<file path="src/rtl/nvm_seq_pkg.sv">
package nvm_seq_pkg;

  typedef enum logic [1:0] {
    PH_IDLE   = 2'd0,
    PH_STATWR = 2'd1,
    PH_STORE  = 2'd2,
    PH_RECALL = 2'd3
  } phase_e;

  // Width needed to hold the value n.
  function automatic int unsigned cnt_width(input int unsigned n);
    return (n < 2) ? 1 : $clog2(n + 1);
  endfunction

  // Total busy length of a store, given whether the array copy runs.
  function automatic int unsigned store_len(input int unsigned stw,
                                            input int unsigned sto,
                                            input bit          modified);
    return modified ? (stw + sto) : stw;
  endfunction

  function automatic int unsigned max3(input int unsigned a,
                                       input int unsigned b,
                                       input int unsigned c);
    int unsigned m;
    m = (a > b) ? a : b;
    return (m > c) ? m : c;
  endfunction

endpackage

</file>
<file path="src/rtl/nvm_hs_filter.sv">
module nvm_hs_filter #(
  parameter int unsigned HS_MIN_CYC = 8
) (
  input  logic clk,
  input  logic rst_n,
  input  logic hs_pin,
  output logic hs_fire
);
  localparam int unsigned CW = nvm_seq_pkg::cnt_width(HS_MIN_CYC);
  localparam logic [CW-1:0] LIM = CW'(HS_MIN_CYC);
  localparam logic [CW-1:0] HIT = CW'(HS_MIN_CYC - 1);

  logic [1:0]    sync_q;
  logic [CW-1:0] run_q;
  logic          level;

  assign level = sync_q[1];

  always_ff @(posedge clk or negedge rst_n) begin
    if (!rst_n) begin
      sync_q <= 2'b00;
    end else begin
      sync_q <= {sync_q[0], hs_pin};
    end
  end

  // Count consecutive high samples, saturating at the limit.
  always_ff @(posedge clk or negedge rst_n) begin
    if (!rst_n) begin
      run_q <= '0;
    end else if (!level) begin
      run_q <= '0;
    end else if (run_q < LIM) begin
      run_q <= run_q + 1'b1;
    end
  end

  assign hs_fire = level && (run_q == HIT);

endmodule

</file>
<file path="src/rtl/nvm_trig_latch.sv">
module nvm_trig_latch (
  input  logic clk,
  input  logic rst_n,
  input  logic vtrip_low,
  input  logic autostore_en,
  input  logic hs_fire,
  input  logic sw_store_req,
  input  logic sw_recall_req,
  input  logic start_store,
  input  logic start_recall,
  output logic power_ok,
  output logic pend_store,
  output logic pend_recall
);
  logic power_up_ev;
  logic power_lost_ev;
  logic store_ev;
  logic recall_ev;

  assign power_up_ev   = !power_ok && !vtrip_low;
  assign power_lost_ev = power_ok && vtrip_low;
  assign store_ev      = (power_lost_ev && autostore_en) || hs_fire || sw_store_req;
  assign recall_ev     = power_up_ev || sw_recall_req;

  always_ff @(posedge clk or negedge rst_n) begin
    if (!rst_n) begin
      power_ok <= 1'b0;
    end else if (power_up_ev) begin
      power_ok <= 1'b1;
    end else if (power_lost_ev) begin
      power_ok <= 1'b0;
    end
  end

  // A new trigger in the same cycle as a start stays queued.
  always_ff @(posedge clk or negedge rst_n) begin
    if (!rst_n) begin
      pend_store  <= 1'b0;
      pend_recall <= 1'b0;
    end else begin
      pend_store  <= (pend_store && !start_store) || store_ev;
      pend_recall <= (pend_recall && !start_recall) || recall_ev;
    end
  end

endmodule

</file>
<file path="src/rtl/nvm_op_timer.sv">
module nvm_op_timer #(
  parameter int unsigned W = 8
) (
  input  logic         clk,
  input  logic         rst_n,
  input  logic         load,
  input  logic [W-1:0] load_val,
  output logic         done
);
  logic [W-1:0] cnt_q;

  always_ff @(posedge clk or negedge rst_n) begin
    if (!rst_n) begin
      cnt_q <= '0;
    end else if (load) begin
      cnt_q <= load_val;
    end else if (cnt_q != '0) begin
      cnt_q <= cnt_q - 1'b1;
    end
  end

  assign done = (cnt_q == '0);

endmodule

</file>
<file path="src/rtl/nvm_backup_seq.sv">
module nvm_backup_seq #(
  parameter int unsigned STATWR_CYC = 20,
  parameter int unsigned STORE_CYC  = 64,
  parameter int unsigned RECALL_CYC = 32,
  parameter int unsigned HS_MIN_CYC = 8
) (
  input  logic clk,
  input  logic rst_n,
  input  logic vtrip_low,
  input  logic autostore_en,
  input  logic hs_pin,
  input  logic sw_store_req,
  input  logic sw_recall_req,
  input  logic sram_wr_accept,
  output logic busy,
  output logic lockout,
  output logic status_wr,
  output logic copy_req,
  output logic copy_dir,
  output logic array_modified
);
  import nvm_seq_pkg::*;

  localparam int unsigned MAXC = max3(STATWR_CYC, STORE_CYC, RECALL_CYC);
  localparam int unsigned TW   = cnt_width(MAXC);
  localparam logic [TW-1:0] STW_LD = TW'(STATWR_CYC - 1);
  localparam logic [TW-1:0] STO_LD = TW'(STORE_CYC - 1);
  localparam logic [TW-1:0] RCL_LD = TW'(RECALL_CYC - 1);

  phase_e        ph_q, ph_d;
  logic          hs_fire;
  logic          power_ok;
  logic          pend_store, pend_recall;
  logic          start_store, start_recall;
  logic          phase_done;
  logic          store_done;
  logic          tmr_load;
  logic [TW-1:0] tmr_val;
  logic          am_q;

  nvm_hs_filter #(.HS_MIN_CYC(HS_MIN_CYC)) u_hs (
    .clk     (clk),
    .rst_n   (rst_n),
    .hs_pin  (hs_pin),
    .hs_fire (hs_fire)
  );

  nvm_trig_latch u_trig (
    .clk           (clk),
    .rst_n         (rst_n),
    .vtrip_low     (vtrip_low),
    .autostore_en  (autostore_en),
    .hs_fire       (hs_fire),
    .sw_store_req  (sw_store_req),
    .sw_recall_req (sw_recall_req),
    .start_store   (start_store),
    .start_recall  (start_recall),
    .power_ok      (power_ok),
    .pend_store    (pend_store),
    .pend_recall   (pend_recall)
  );

  nvm_op_timer #(.W(TW)) u_tmr (
    .clk      (clk),
    .rst_n    (rst_n),
    .load     (tmr_load),
    .load_val (tmr_val),
    .done     (phase_done)
  );

  // Stores take priority over recalls.
  assign start_store  = (ph_q == PH_IDLE) && pend_store;
  assign start_recall = (ph_q == PH_IDLE) && !pend_store && pend_recall;
  assign store_done   = (ph_q == PH_STORE) && phase_done;

  always_comb begin
    ph_d     = ph_q;
    tmr_load = 1'b0;
    tmr_val  = '0;
    unique case (ph_q)
      PH_IDLE: begin
        if (start_store) begin
          ph_d     = PH_STATWR;
          tmr_load = 1'b1;
          tmr_val  = STW_LD;
        end else if (start_recall) begin
          ph_d     = PH_RECALL;
          tmr_load = 1'b1;
          tmr_val  = RCL_LD;
        end
      end
      PH_STATWR: begin
        if (phase_done) begin
          if (am_q) begin
            ph_d     = PH_STORE;
            tmr_load = 1'b1;
            tmr_val  = STO_LD;
          end else begin
            ph_d = PH_IDLE;
          end
        end
      end
      PH_STORE:  if (phase_done) ph_d = PH_IDLE;
      PH_RECALL: if (phase_done) ph_d = PH_IDLE;
      default:   ph_d = PH_IDLE;
    endcase
  end

  always_ff @(posedge clk or negedge rst_n) begin
    if (!rst_n) begin
      ph_q <= PH_IDLE;
    end else begin
      ph_q <= ph_d;
    end
  end

  // A write in the final store cycle keeps the flag set.
  always_ff @(posedge clk or negedge rst_n) begin
    if (!rst_n) begin
      am_q <= 1'b0;
    end else if (sram_wr_accept) begin
      am_q <= 1'b1;
    end else if (store_done) begin
      am_q <= 1'b0;
    end
  end

  assign busy           = (ph_q != PH_IDLE);
  assign status_wr      = (ph_q == PH_STATWR);
  assign copy_req       = (ph_q == PH_STORE) || (ph_q == PH_RECALL);
  assign copy_dir       = (ph_q == PH_RECALL);
  assign lockout        = busy || vtrip_low || !power_ok || pend_recall;
  assign array_modified = am_q;

endmodule

</file>
<file path="config.mk">
export PLATFORM = sky130hd
export DESIGN_NAME = nvm_backup_seq
export DESIGN_NICKNAME = d
export VERILOG_FILES = /design/src/rtl/nvm_seq_pkg.sv /design/src/rtl/nvm_hs_filter.sv /design/src/rtl/nvm_trig_latch.sv /design/src/rtl/nvm_op_timer.sv /design/src/rtl/nvm_backup_seq.sv
export SDC_FILE = /design/constraint.sdc
export NUM_CORES = 1
export LEC_CHECK = 0
export ABC_CLOCK_PERIOD_IN_PS = 1800
export CORE_UTILIZATION = 51
export CTS_CLUSTER_DIAMETER = 60
export CTS_CLUSTER_SIZE = 14
export DETAILED_ROUTE_END_ITERATION = 8
export DONT_BUFFER_PORTS = 1
export GPL_ROUTABILITY_DRIVEN = 0
export GPL_TIMING_DRIVEN = 0
export PLACE_DENSITY_LB_ADDON = 0.08
export SYNTH_ARGS = -nofsm -noshare
export SYNTH_HDL_FRONTEND = slang
export SYNTH_SLANG_ARGS = --single-unit
</file>
<file path="constraint.sdc">
create_clock -name clk -period 1.8 [get_ports clk]
set_input_delay 0.54 -clock clk [delete_from_list [all_inputs] [get_ports clk]]
set_output_delay 0.54 -clock clk [all_outputs]
set_load 0.005 [all_outputs]
</file>
Yosys cells after proc, flatten, opt, wreduce, memory -nomap -nowiden
Index checks and enable logic that the tools add are counted.
{ "totals": {"mem_count": 0, "latchBits": 0, "mem_bits_rw": 0, "regBits": 19, "word_cells": 76, "mem_bits_ro": 0, "in_bits": 8} }
{ "classes": {"n_shift": 0, "bitwise_logic": 0, "reduce_logical": 33, "eq_ne": 8, "add_sub_neg": 2, "magnitude_cmp": 1, "mux": 24, "n_mul": 0, "div_mod_pow": 0} }
{ "op_table": {"columns": ["op", "n"], "rows": [
  ["$mux W7", 2],
  ["$mux W6", 2],
  ["$pmux W6 S2", 1],
  ["$logic_and A1 B1 Y1", 10],
  ["$mux W2", 5],
  ["$mux W5", 2],
  ["$logic_or A1 B1 Y1", 9],
  ["$mux W1", 8],
  ["$mux W4", 2],
  ["$reduce_bool A2 Y1", 4],
  ["$logic_not A7 Y1", 1],
  ["$reduce_bool A7 Y1", 1],
  ["$sub A7 B1 Y7 const B", 1],
  ["$pmux W2 S3", 1],
  ["$logic_not A1 Y1", 5],
  ["$add A4 B1 Y4 const B", 1],
  ["$eq A2 B2 Y1 const B", 2],
  ["$eq A4 B3 Y1 const B", 1],
  ["$lt A4 B4 Y1 const B", 1],
  ["$ne A2 B1 Y1 const B", 2],
  ["$ne A3 B1 Y1 const B", 1],
  ["$reduce_and A3 Y1", 1],
  ["$eq A2 B1 Y1 const B", 1],
  ["$logic_not A2 Y1", 1],
  ["3 further kinds", 3]
]} }

Depth between registers and ports, before layout
{ "logic_depth": {"depth_word": 7, "mapped_depth": 6} }

Hierarchy
Synthesis repeated with hierarchy kept, for this count alone.
{ "unflattened": {"cells_unflattened": 103, "area_unflattened_um2": 1067.3} }
{ "modules_own_cells": {"columns": ["module", "area_each_um2", "seq_area_each_um2", "instances", "cells_per_inst"], "rows": [
  ["nvm_op_timer", 434.2, 175.2, 1, 43],
  ["nvm_hs_filter", 239.0, 150.1, 1, 18],
  ["nvm_backup_seq", 237.7, 75.1, 1, 28],
  ["nvm_trig_latch", 156.4, 75.1, 1, 14]
]} }

Worst setup path before layout
No wires, ideal clock.
{ "synth_timing": {"path_kind": "register to register", "from": "reg u_tmr.cnt_q[0]", "to": "reg u_tmr.cnt_q[0]", "synth_period_minus_slack_ns": 1.647, "path_buffers": 0, "path_slack_ns": 0.153, "setup_ns": 0.118, "arrival_time_ns": 1.529, "stages_incl_launch_ff": 7, "path_cell_list": "dfrtp_1 -> inv_1 -> ha_1 -> nor3b_4 -> nand2_4 -> or3_1 -> a21o_1"} }
{ "synth_via": {"elab_chain_len": 4} }
{ "synth_rtl": {"columns": ["item", "line", "text"], "rows": [
  ["start, declared", "nvm_op_timer.sv:10", "logic [W-1:0] cnt_q;"],
  ["start signal, assigned", "nvm_op_timer.sv:16", "cnt_q <= load_val;"],
  ["start signal, assigned", "nvm_op_timer.sv:18", "cnt_q <= cnt_q - 1'b1;"],
  ["parallel branches: the longest is 4 deep, another holds $sub A7 B1 Y7", null, null]
]} }
Parallel ways; which one is timed is not known. The select of a mux whose other input is x is not followed.
A chain may end at the register's enable or synchronous reset.

Worst setup path in the final report
{ "layout_timing": {"from": "reg ph_q[1]", "to": "out lockout"} }
{ "layout_via": {"elab_chain_len": 4} }
{ "layout_rtl": {"columns": ["item", "line", "text"], "rows": [
  ["start, declared", "nvm_backup_seq.sv:30", "phase_e ph_q, ph_d;"],
  ["start signal, assigned", "nvm_backup_seq.sv:113", "ph_q <= ph_d;"],
  ["$reduce_bool A2 Y1", "nvm_backup_seq.sv:128", "assign busy = (ph_q != PH_IDLE);"],
  ["named net busy", "nvm_backup_seq.sv:15", "output logic busy,"],
  ["$logic_or A1 B1 Y1 (3 in series)", "nvm_backup_seq.sv:132", "assign lockout = busy || vtrip_low || !power_ok || pend_recall;"],
  ["end, declared", "nvm_backup_seq.sv:16", "output logic lockout,"]
]} }
The timed path passes the listed nets, and every way through them passes these cells.

==> impl_metrics.yaml <==
cells_and_area:
  nFillCells: 151
  fin_area_sq_mm: 0.001125
  nNetsFinal: 120
  num_antenna_cells: 0
  final_layout_size_suffix_gt1_share_pct: 20.75
  area_delta_synth_final_pct: 15.55
yosys:
  synthSimpleGateAreaFrac_pct: 23.39
  synthArstFlopShare_pct: 100.0
  muxShareOfSynthArea_pct: 3.213
  yosysTopAreaCellShare_pct: 48.84
  synthCells: 92
  synth_edf_count: 0
  synth-compound-area-share_pct: 10.93
  yosysTopAreaCell: "dfrtp_1"
  synth_area_sq_um: 973.4
  synth_fa_ha_area_share_pct: 6.427
  synth_xor_area_share_pct: 4.499
  synth.most_common_cell: "dfrtp_1"
  synth-main-ff-cell: "dfrtp_1"
  ys_types: 33
  synth_seq_area_share_pct: 48.84
  syn-num-nets: 105
  yosys_warnings: 0
  syn_area_per_cell_sq_um: 10.58
  synth_seq_cells: 19
  synth_commonest_cells: "19 x dfrtp_1, 9 x nand2_1, 6 x nor2_1, 5 x ha_1"
  synth_top_family_by_area: "simple AND/OR/NAND/NOR gates"
  synth_area_leaders: "dfrtp_1 49%, ha_1 6.4%, nand2_1 3.5%, xor2_1 2.7%, nor2b_1 2.6%"
global_routing:
  first_global_vias: 683
  grtUsageTotal_pct: 18.98
  grt-ovfl-total: 0
  grt_max_degree: 20
  antenna_found_initial: 0
  grt_pass1_wl_microns: 2760
sta:
  finClkSkew_ps: 3.284
  fin_crit_ps: 1885
  final_max_slew_viol_count: 0
  finalHoldViolations: 0
  whs_ps: 265.2
  setup_slack_ps: -84.94
  post-route-period-util_pct: 104.7
  slew_headroom_pct: 45.11
  finalSetupViolCount: 1
  setup_tns_ps: -84.94
  tightest_slew_ps: 820.7
  fmax_ghz: 0.5305
  rsz0062_at_grt: "yes"
worst_hold_path:
  hold_class: "input port to flip-flop"
routing:
  first_iter_violations: 15
  drcViolationCount: 0
  ant_nets: 0
  vias: 720
  via_per_inst: 5.496
  first_pass_iters: 4
  wl_met3_microns: 99
  top_layer: "met3"
  wl_met2_microns: 910
  wire_per_inst_microns: 13.38
  wl_met1_microns: 743
  wirelength_microns: 1753
die:
  fp.dieArea_sq_mm: 0.002088
  coreArea_sq_mm: 0.001764
  io_pins: 14
  rows: 15
  floorplan.initialDensity_pct: 55.18
  die_x_microns: 45.69
  die_height_microns: 45.69
critical_path:
  worstSetupEndpointType: "output port"
  crit_fanout: 6
  criticalPathCategory: "flip-flop to output port"
  slowest_stage: "dfrtp_2"
  start_kind: "flip-flop"
  crit_required_ps: 1260
  path_cells: "nor2_4 -> inv_4 -> or4_4"
  cp_num_buf_inv: 1
  crit_family: "simple AND/OR/NAND/NOR gates"
  arrival_ps: 1340
  max_stage_delay_ps: 430
cts:
  cts.sink_count: 19
  cts-buffers-inserted: 3
  insertion_delay_ps: 290
  cts_root_buf: "clkbuf_4"
  cts_buffer_depth: 2
  htreeDepth: 1
  path_clk_slew_ps: 100
  cts_tree: "built"
power_and_ir_drop:
  power_leakage_nw: 0.5196
  p_per_area_mw_per_mm2: 649.9
  vdd_drop_max_mv: 0.4607
placement:
  hpwl_microns: 1152
  port_buffers: 0
  placedInstanceArea_sq_mm: 0.001005
run:
  drv_cap: 0
outcome:
  violations: "setup timing"
  status: "finished with violations"
-- power by group --
part / internal (mW) / switching [mW]
clock: 0.0862 / 0.121
sequential: 0.446 / 0.0144
combinational: 0.0332 / 0.0310
-- layer usage --
metal,global-route usage (%),vias to the layer above
li1,-,346
met5,0,-
met3,4.762,0
met1,23.39,347
met2,30.86,27
met4,9.412,0
-- worst register-to-register path, cell delays in order, from the launching register on --
cell and delay, ps:
dfrtp_1 410, inv_1 110, ha_1 180, nor3b_4 250, nand2_4 110, or3_1 360, a21o_1 180
-- through the flow --
step | util, % | power [mW] | setup WS, ps | std cells
after global placement | 56.95 | 0.5187 | 7.874 | 117
after detailed placement | 56.95 | 0.5238 | -21.00 | 117
final | 63.76 | 0.7310 | -84.94 | 131
after CTS | 61.49 | 0.7426 | -88.40 | 126
after floorplan | - | 0.5124 | 152.7 | 92
after global routing | 63.76 | 0.7795 | -137.0 | 131
-- cells by family (layout without fill, tap and decap cells) --
| kind of cell | after synthesis | count (layout) |
|---|---|---|
| compound gates | 15 | 15 |
| xor+xnor | 5 | 5 |
| fa+ha+maj | 5 | 5 |
| buf+inv | 7 | 21 |
| flops | 19 | 19 |
| mux | 3 | 3 |
| simple gates | 38 | 38 |
-- placed cells by master (no fill, tap or decap), types with 2 or more instances in the layout --
cell	n
dfrtp_1	17
nand2_1	9
buf_4	9
nor2_1	5
ha_1	5
nor2b_1	4
nand3_1	4
inv_1	3
and2_1	3
clkbuf_1	3
a21o_1	3
xor2_1	3
nor3_1	3
o211ai_1	3
clkbuf_4	3
or3_1	2
mux2i_1	2
xnor2_1	2
o21ai_0	2
dfrtp_2	2
-- worst paths after layout --
path,from,slack [ps],to,cells after the start
min in group asynchronous,rst_n,780,u_hs.run_q[0]$_DFFE_PN0P_,1
hold reg to reg,u_hs.sync_q[0]$_DFF_PN0_,360,u_hs.sync_q[1]$_DFF_PN0_,0
max in group asynchronous,rst_n,460,ph_q[0]$_DFFE_PN0P_,1
setup / recovery,ph_q[1]$_DFFE_PN0P_,-80,lockout,3
hold / removal,hs_pin,270,u_hs.sync_q[0]$_DFF_PN0_,0
setup reg to reg,u_tmr.cnt_q[1]$_DFFE_PN0P_,100,u_tmr.cnt_q[0]$_DFFE_PN0P_,6
-- sequential cells by signal, indices dropped and copies added, names as in the netlist --
register	flops
ph_q	2
u_hs.sync_q	2
array_modified	1
u_trig.pend_store	1
u_hs.run_q	4
u_tmr.cnt_q	7
u_trig.pend_recall	1
u_trig.power_ok	1
-- what timing repair did --
item,CTS,global route
pin swaps,1,0
hold buffers,1,0
endpoints found under the setup margin,3,3
cloned,0,0
buffers inserted,4,5
resized for setup,5,2
endpoints found under the hold margin,19,0
-- area by class of cell --
class	count	area (sq um)	share of cell area [%]
Inverter	5	21.27	1.891
Multi-Input combinational cell	66	483.0	42.94
Buffer	2	7.507	0.6674
Sequential cell	19	478.0	42.49
Timing Repair Buffer	10	77.57	6.897
Clock buffer	4	26.28	2.336
Tap cell	25	31.28	2.781
(Power assumes the default switching activity.)
